**config.mk**
```make
export PLATFORM = sky130hd
export DESIGN_NAME = sxr_xcvr
export DESIGN_NICKNAME = d
export VERILOG_FILES = /design/src/rtl/sxr_pkg.sv /design/src/rtl/sxr_sck_gen.sv /design/src/rtl/sxr_sck_sync.sv /design/src/rtl/sxr_xcvr.sv
export SDC_FILE = /design/constraint.sdc
export NUM_CORES = 1
export LEC_CHECK = 0
export BUFFER_PORTS_ARGS = -buffer_cell sky130_fd_sc_hd__buf_2
export CAP_MARGIN = 25
export CORE_ASPECT_RATIO = 0.75
export CORE_UTILIZATION = 49
export DETAILED_ROUTE_END_ITERATION = 6
export GPL_ROUTABILITY_DRIVEN = 0
export PLACE_DENSITY = 0.75
export SYNTH_ARGS = -nofsm -noshare
export SYNTH_HDL_FRONTEND = slang
export SYNTH_SLANG_ARGS = --single-unit
```
**constraint.sdc**
```tcl
create_clock -name clk -period 1.9 [get_ports clk]
set_input_delay 0.19 -clock clk [delete_from_list [all_inputs] [get_ports clk]]
set_output_delay 0.19 -clock clk [all_outputs]
set_load 0.005 [all_outputs]
```
**src/rtl/sxr_pkg.sv**
```systemverilog
package sxr_pkg;
    // positions of the status flags inside the interrupt enable mask
    localparam int FLG_TXE  = 0;
    localparam int FLG_TEND = 1;
    localparam int FLG_RXF  = 2;
    localparam int FLG_OVR  = 3;
    localparam int FLG_N    = 4;
endpackage

```
**src/rtl/sxr_sck_gen.sv**
```systemverilog
module sxr_sck_gen #(
    parameter int DIV_W = 4
) (
    input  logic             clk,
    input  logic             rst_n,
    input  logic             run,
    input  logic [DIV_W-1:0] div,
    output logic             sck,
    output logic             fall_ev,
    output logic             rise_ev
);
    typedef struct packed {
        logic [DIV_W-1:0] cnt;
        logic             sck;
    } gen_t;

    gen_t g_d, g_q;
    logic expire;

    always_comb begin
        g_d    = g_q;
        expire = run && (g_q.cnt == div);
        if (!run) begin
            g_d.cnt = '0;
            g_d.sck = 1'b1;
        end else if (expire) begin
            g_d.cnt = '0;
            g_d.sck = ~g_q.sck;
        end else begin
            g_d.cnt = g_q.cnt + DIV_W'(1);
        end
    end

    always_ff @(posedge clk or negedge rst_n) begin
        if (!rst_n) begin
            g_q <= '{cnt: '0, sck: 1'b1};
        end else begin
            g_q <= g_d;
        end
    end

    assign sck     = g_q.sck;
    assign fall_ev = expire && g_q.sck;
    assign rise_ev = expire && !g_q.sck;
endmodule

```
**src/rtl/sxr_sck_sync.sv**
```systemverilog
module sxr_sck_sync #(
    parameter int STAGES = 2
) (
    input  logic clk,
    input  logic rst_n,
    input  logic sck_in,
    output logic fall_ev,
    output logic rise_ev
);
    localparam int W = STAGES + 1;

    logic [W-1:0] sy_d, sy_q;

    always_comb begin
        sy_d = {sy_q[W-2:0], sck_in};
    end

    always_ff @(posedge clk or negedge rst_n) begin
        if (!rst_n) begin
            sy_q <= '1;
        end else begin
            sy_q <= sy_d;
        end
    end

    assign rise_ev = sy_q[W-2] & ~sy_q[W-1];
    assign fall_ev = ~sy_q[W-2] & sy_q[W-1];
endmodule

```
**src/rtl/sxr_xcvr.sv**
```systemverilog
module sxr_xcvr
    import sxr_pkg::*;
#(
    parameter int DATA_W = 8,
    parameter int DIV_W  = 4,
    parameter int SYNC_N = 2
) (
    input  logic              clk,
    input  logic              rst_n,
    input  logic              cfg_master,
    input  logic              cfg_lsb_first,
    input  logic [DIV_W-1:0]  cfg_div,
    input  logic [FLG_N-1:0]  irq_en,
    input  logic              tx_wr,
    input  logic [DATA_W-1:0] tx_data,
    input  logic              rx_rd,
    output logic [DATA_W-1:0] rx_data,
    input  logic              ovr_clr,
    output logic              st_tx_empty,
    output logic              st_tx_end,
    output logic              st_rx_full,
    output logic              st_overrun,
    output logic              irq,
    input  logic              sck_i,
    output logic              sck_o,
    output logic              sck_oe,
    input  logic              sd_i,
    output logic              sd_o
);
    localparam int CNT_W = (DATA_W > 1) ? $clog2(DATA_W) : 1;
    localparam logic [CNT_W-1:0] LAST_BIT = CNT_W'(DATA_W - 1);

    typedef struct packed {
        logic [DATA_W-1:0] txbuf;
        logic              tx_empty;
        logic              tx_end;
        logic [DATA_W-1:0] sh;
        logic [CNT_W-1:0]  bitcnt;
        logic [DATA_W-1:0] rxbuf;
        logic              rx_full;
        logic              ovr;
        logic              run;
        logic              sdo;
    } xs_t;

    xs_t x_d, x_q;

    logic m_sck, m_fall, m_rise, s_fall, s_rise, fall_ev, rise_ev;
    logic [DATA_W-1:0] out_w, in_w;
    logic [FLG_N-1:0]  flags;

    sxr_sck_gen #(.DIV_W(DIV_W)) gen_i (
        .clk(clk), .rst_n(rst_n), .run(x_q.run), .div(cfg_div),
        .sck(m_sck), .fall_ev(m_fall), .rise_ev(m_rise)
    );

    sxr_sck_sync #(.STAGES(SYNC_N)) sync_i (
        .clk(clk), .rst_n(rst_n), .sck_in(sck_i),
        .fall_ev(s_fall), .rise_ev(s_rise)
    );

    assign fall_ev = cfg_master ? m_fall : s_fall;
    assign rise_ev = cfg_master ? m_rise : s_rise;

    always_comb begin
        x_d   = x_q;
        out_w = x_q.sh;
        in_w  = cfg_lsb_first ? {sd_i, x_q.sh[DATA_W-1:1]}
                              : {x_q.sh[DATA_W-2:0], sd_i};

        if (rx_rd)   x_d.rx_full = 1'b0;
        if (ovr_clr) x_d.ovr     = 1'b0;

        if (tx_wr && x_q.tx_empty) begin
            x_d.txbuf    = tx_data;
            x_d.tx_empty = 1'b0;
            x_d.tx_end   = 1'b0;
        end

        // master starts only from a fully idle shifter with a byte queued
        if (!cfg_master) begin
            x_d.run = 1'b0;
        end else if (!x_q.run && !x_q.tx_empty && x_q.bitcnt == '0) begin
            x_d.run = 1'b1;
        end

        if (fall_ev) begin
            if (x_q.bitcnt == '0) begin
                if (!x_q.tx_empty) begin
                    out_w        = x_q.txbuf;
                    x_d.tx_empty = 1'b1;
                end else begin
                    out_w = '1;
                end
            end
            x_d.sh  = out_w;
            x_d.sdo = cfg_lsb_first ? out_w[0] : out_w[DATA_W-1];
        end

        if (rise_ev) begin
            x_d.sh = in_w;
            if (x_q.bitcnt == LAST_BIT) begin
                x_d.bitcnt = '0;
                if (x_q.rx_full && !rx_rd) begin
                    x_d.ovr = 1'b1;
                end else begin
                    x_d.rxbuf   = in_w;
                    x_d.rx_full = 1'b1;
                end
                if (x_q.tx_empty && !tx_wr) begin
                    x_d.tx_end = 1'b1;
                    x_d.run    = 1'b0;
                end
            end else begin
                x_d.bitcnt = x_q.bitcnt + CNT_W'(1);
            end
        end
    end

    always_ff @(posedge clk or negedge rst_n) begin
        if (!rst_n) begin
            x_q <= '{txbuf: '0, tx_empty: 1'b1, tx_end: 1'b0, sh: '0,
                     bitcnt: '0, rxbuf: '0, rx_full: 1'b0, ovr: 1'b0,
                     run: 1'b0, sdo: 1'b1};
        end else begin
            x_q <= x_d;
        end
    end

    always_comb begin
        flags           = '0;
        flags[FLG_TXE]  = x_q.tx_empty;
        flags[FLG_TEND] = x_q.tx_end;
        flags[FLG_RXF]  = x_q.rx_full;
        flags[FLG_OVR]  = x_q.ovr;
    end

    assign irq         = |(flags & irq_en);
    assign rx_data     = x_q.rxbuf;
    assign st_tx_empty = x_q.tx_empty;
    assign st_tx_end   = x_q.tx_end;
    assign st_rx_full  = x_q.rx_full;
    assign st_overrun  = x_q.ovr;
    assign sck_o       = cfg_master ? m_sck : 1'b1;
    assign sck_oe      = cfg_master;
    assign sd_o        = x_q.sdo;
endmodule

```
==> results by group <==
Global routing
  – All-layer global routing usage: 21.3%
  – Initial antenna violation count: 0
  – First-pass GRT wire length: 6900 um
  – Overflow after GRT: 0
  – Largest net degree at the start of global routing: 42
  – Vias in the first global route: 1,411

Die
  – Initial Utilization: 53.2%
  – Chip width: 76.0 um
  – DIE HEIGHT: 57.5 um
  – # IOs: 41
  – Row cnt: 19
  – Core Area: 3780 um^2
  – DIE AREA: 4370 um^2

Yosys
  – Mux cell area share after synthesis: 16.4%
  – Syn_area_per_cell: 11.6 um^2
  – Synth unique cells: 33
  – Cell taking the most area after synthesis: dfrtp_1
  – Syn nets: 202
  – #FFs+latches synth: 41
  – Register area share after synthesis: 51.4%
  – Most numerous cell in the Yosys netlist: dfrtp_1
  – Synth Flop Type: dfrtp_1
  – Yosys Warn Count: 0
  – Largest family of logic cells by synthesized area: multiplexers
  – Adder-cell share of the synthesized area: 2.49%
  – Post-synth top cells: dfrtp_1 (35), nand2_1 (22), mux2_2 (18), buf_4 (10), o21ai_0 (9)
  – Asr flop ratio synth: 100%
  – Post-Synthesis Cell Area: 2010 um^2
  – Synth Area in Compound Gates: 9.27%
  – Number of synthesized flops with an enable pin: 0
  – Synth Area in Simple Gates: 11.3%
  – Post-synth top area share: 43.6%
  – Cell count after synthesis: 173
  – Top post-synthesis cells by area: dfrtp_1 (44%), mux2_2 (10%), dfstp_2 (7.8%), nand2_1 (4.1%), buf_4 (3.7%)
  – Synth Area in XOR/XNOR: 3.42%

Clock tree
  – H-Tree Depth: 2
  – CTS max path bufs: 2
  – Post-CTS setup buffer count: 0
  – CTS tree: built
  – Clock Latency Late Sink: 0.29 ns
  – Clock-pin slew on the worst setup and hold paths: 0.08 ns
  – Clk sinks: 41
  – CTS Buf Count: 5
  – Root buf cell: clkbuf_8

Drt
  – Post-DR vias/cell: 5.33
  – DR vias: 1,406
  – Initial DRC count: 100
  – Final wirelength: 3960 um
  – DR WL/cell: 15.0 um
  – Post-route DRC: 0
  – DRT Pass-1 Iters: 4
  – Remaining antenna violation count: 0

STA
  – Crit path time final: 1.84 ns
  – FMAX: 0.543 GHz
  – Setup TNS: 0 ns
  – Fin worst setup slack: 0.0581 ns
  – RSZ-0062 raised after global routing: false
  – Worst Clk Skew: 0.00652 ns
  – # setup viols final: 0
  – Final Hold Fails: 0
  – Worst rel slew slack: 66.6%
  – Slew Limit Fails: 0
  – Worst Tran Pin Value: 0.501 ns
  – Tcrit/Tclk final: 96.9%

Power and ir drop
  – Leakage power: 1.14 nW
  – Peak supply drop: 0.903 mV
  – PwrDens: 1270 nW/um^2
  – Total power: 3.00 mW

Run status
  – Status: completed

Hold path
  – Hold path depth: 2
  – HP Class: in -> reg
  – Hold_sp: ovr_clr
  – Hold worst-path end: st_overrun$_DFF_PN0_

Final layout
  – Ant. Diodes: 0
  – Cell area after layout: 2370 um^2
  – Final #Nets: 240
  – Fillers: 301
  – Final Util: 62.7%
  – Layout cell share with drive strength beyond 1: 40.6%
  – Area delta synth->final: 17.9%

Placed design
  – DP Wirelength: 3020 um
  – Port Buf Inserts: 40
  – Placed inst area: 2210 um^2
  – Setup slack after placement: -0.0508 ns

Critical path
  – CP Data Arrival Time: 2.02 ns
  – Reg2Reg Depth: 4
  – Reg2reg end: rx_data[3]$_DFFE_PN0P_
  – Reg2reg start: sync_i.sy_q[1]$_DFF_PN1_
  – Max incr delay on CP: 0.54 ns
  – R2r setup slk: 0.06 ns
  – Critical Path Slowest Stage Cell: dfstp_2
  – Crit end category: flop
  – Worst setup path class: reg -> reg
  – Cell chain of the critical path: or3b_2 -> o31ai_4 -> and3_4 -> mux2_1
  – CP Data Required Time: 2.08 ns
  – Worst-path maximum fanout: 7
  – Crit path launch type: flop

Job
  – Max_cap viols: 0
==> per-layer routing <==
layer	vias to the layer above	share of wire (%)	GRT usage, %
met5	-	0	0
met4	0	2.0	12.1
li1	678	-	-
met2	48	45	33.4
met3	10	6.2	5.76
met1	670	46	27.1
==> final cells by class <==
| class | count | area (um^2) | share of cell area (%) |
|---|---|---|---|
| flip-flops and latches | 41 | 1030 | 43.6 |
| multi-input cells | 112 | 895 | 37.7 |
| repair buffers | 47 | 262 | 11.0 |
| clock buffers | 7 | 96.3 | 4.06 |
| well taps | 52 | 65.1 | 2.74 |
| inverters | 4 | 15.0 | 0.633 |
| clock inverters | 1 | 5.00 | 0.211 |
==> where the power goes <==
| part | total, mW | switching (mW) | internal [mW] |
|---|---|---|---|
| combinational | 0.925 | 0.426 | 0.499 |
| clock | 0.622 | 0.294 | 0.328 |
| sequential | 1.45 | 0.249 | 1.20 |
| total | 3.00 | 0.969 | 2.03 |
==> registers in the layout (all words and copies together), names as in the netlist, named ones only <==
| name | cells |
|---|---|
| st_tx_empty | 1 |
| sync_i.sy_q | 3 |
| gen_i.g_q | 4 |
| x_q | 20 |
| rx_data | 8 |
| gen_i.sck | 1 |
| sd_o | 1 |
| st_overrun | 1 |
| st_rx_full | 1 |
==> cell families after synthesis <==
logic type | count (synthesis)
and+or+nand+nor | 46
DFF | 41
muxes | 30
AOI/OAI and AO/OA | 25
buffers and inverters | 20
xor gates and xnor gates | 7
adders and majority gates | 4
==> repair_timing <==
action | CTS | global route
resized for setup | 1 | 6
pin swaps | 0 | 1
endpoints found under the setup margin | 6 | 15
endpoints found under the hold margin | 36 | 0
hold buffers | 2 | 0
==> per-stage QoR <==
stage	instances	hold slack, ns
floorplan	173	-0.106
global placement	254	0.263
detailed placement	254	0.278
CTS	264	0.0763
global route	264	0.0815
finish	264	0.0814
==> worst max path at each step <==
stage	from	endpoint	slack (ns)	depth (start not counted)
after floorplan	sync_i.sy_q[1]$_DFF_PN1_	rx_data[1]$_DFFE_PN0P_	0.09	5
after global placement	sync_i.sy_q[1]$_DFF_PN1_	rx_data[2]$_DFFE_PN0P_	0.03	4
after detailed placement	sync_i.sy_q[1]$_DFF_PN1_	rx_data[3]$_DFFE_PN0P_	-0.05	4
after CTS	sync_i.sy_q[1]$_DFF_PN1_	rx_data[3]$_DFFE_PN0P_	0.02	4
after global routing	sync_i.sy_q[1]$_DFF_PN1_	rx_data[3]$_DFFE_PN0P_	0.01	4
final	sync_i.sy_q[1]$_DFF_PN1_	rx_data[3]$_DFFE_PN0P_	0.06	4
==> worst max-delay path, delay by kind of cell (launching register included) <==
family / cells / cell delay (ns)
flops: 1 / 0.54
simple gates: 2 / 0.76
mux: 1 / 0.34
compound gates: 1 / 0.09
==> cells in the final DEF (no fill, tap or decap), types with 2 or more instances in the layout <==
| cell | instances |
|---|---|
| dfstp_2 | 6 |
| nand2_1 | 22 |
| nor2_1 | 5 |
| clkbuf_8 | 7 |
| a22oi_1 | 2 |
| mux2_1 | 6 |
| mux2_2 | 18 |
| mux2i_1 | 6 |
| o22ai_1 | 6 |
| buf_4 | 4 |
| o21ai_0 | 9 |
| ha_1 | 4 |
| dlygate4sd3_1 | 2 |
| xnor2_1 | 3 |
| nand4_1 | 2 |
| nand3_1 | 2 |
| xor2_1 | 2 |
| nand2b_1 | 4 |
| o22a_1 | 3 |
| buf_2 | 40 |
| or3_1 | 5 |
| dfrtp_1 | 35 |
| inv_1 | 4 |
| xnor2_2 | 2 |
Note: power is estimated with default switching activity, not from simulation.
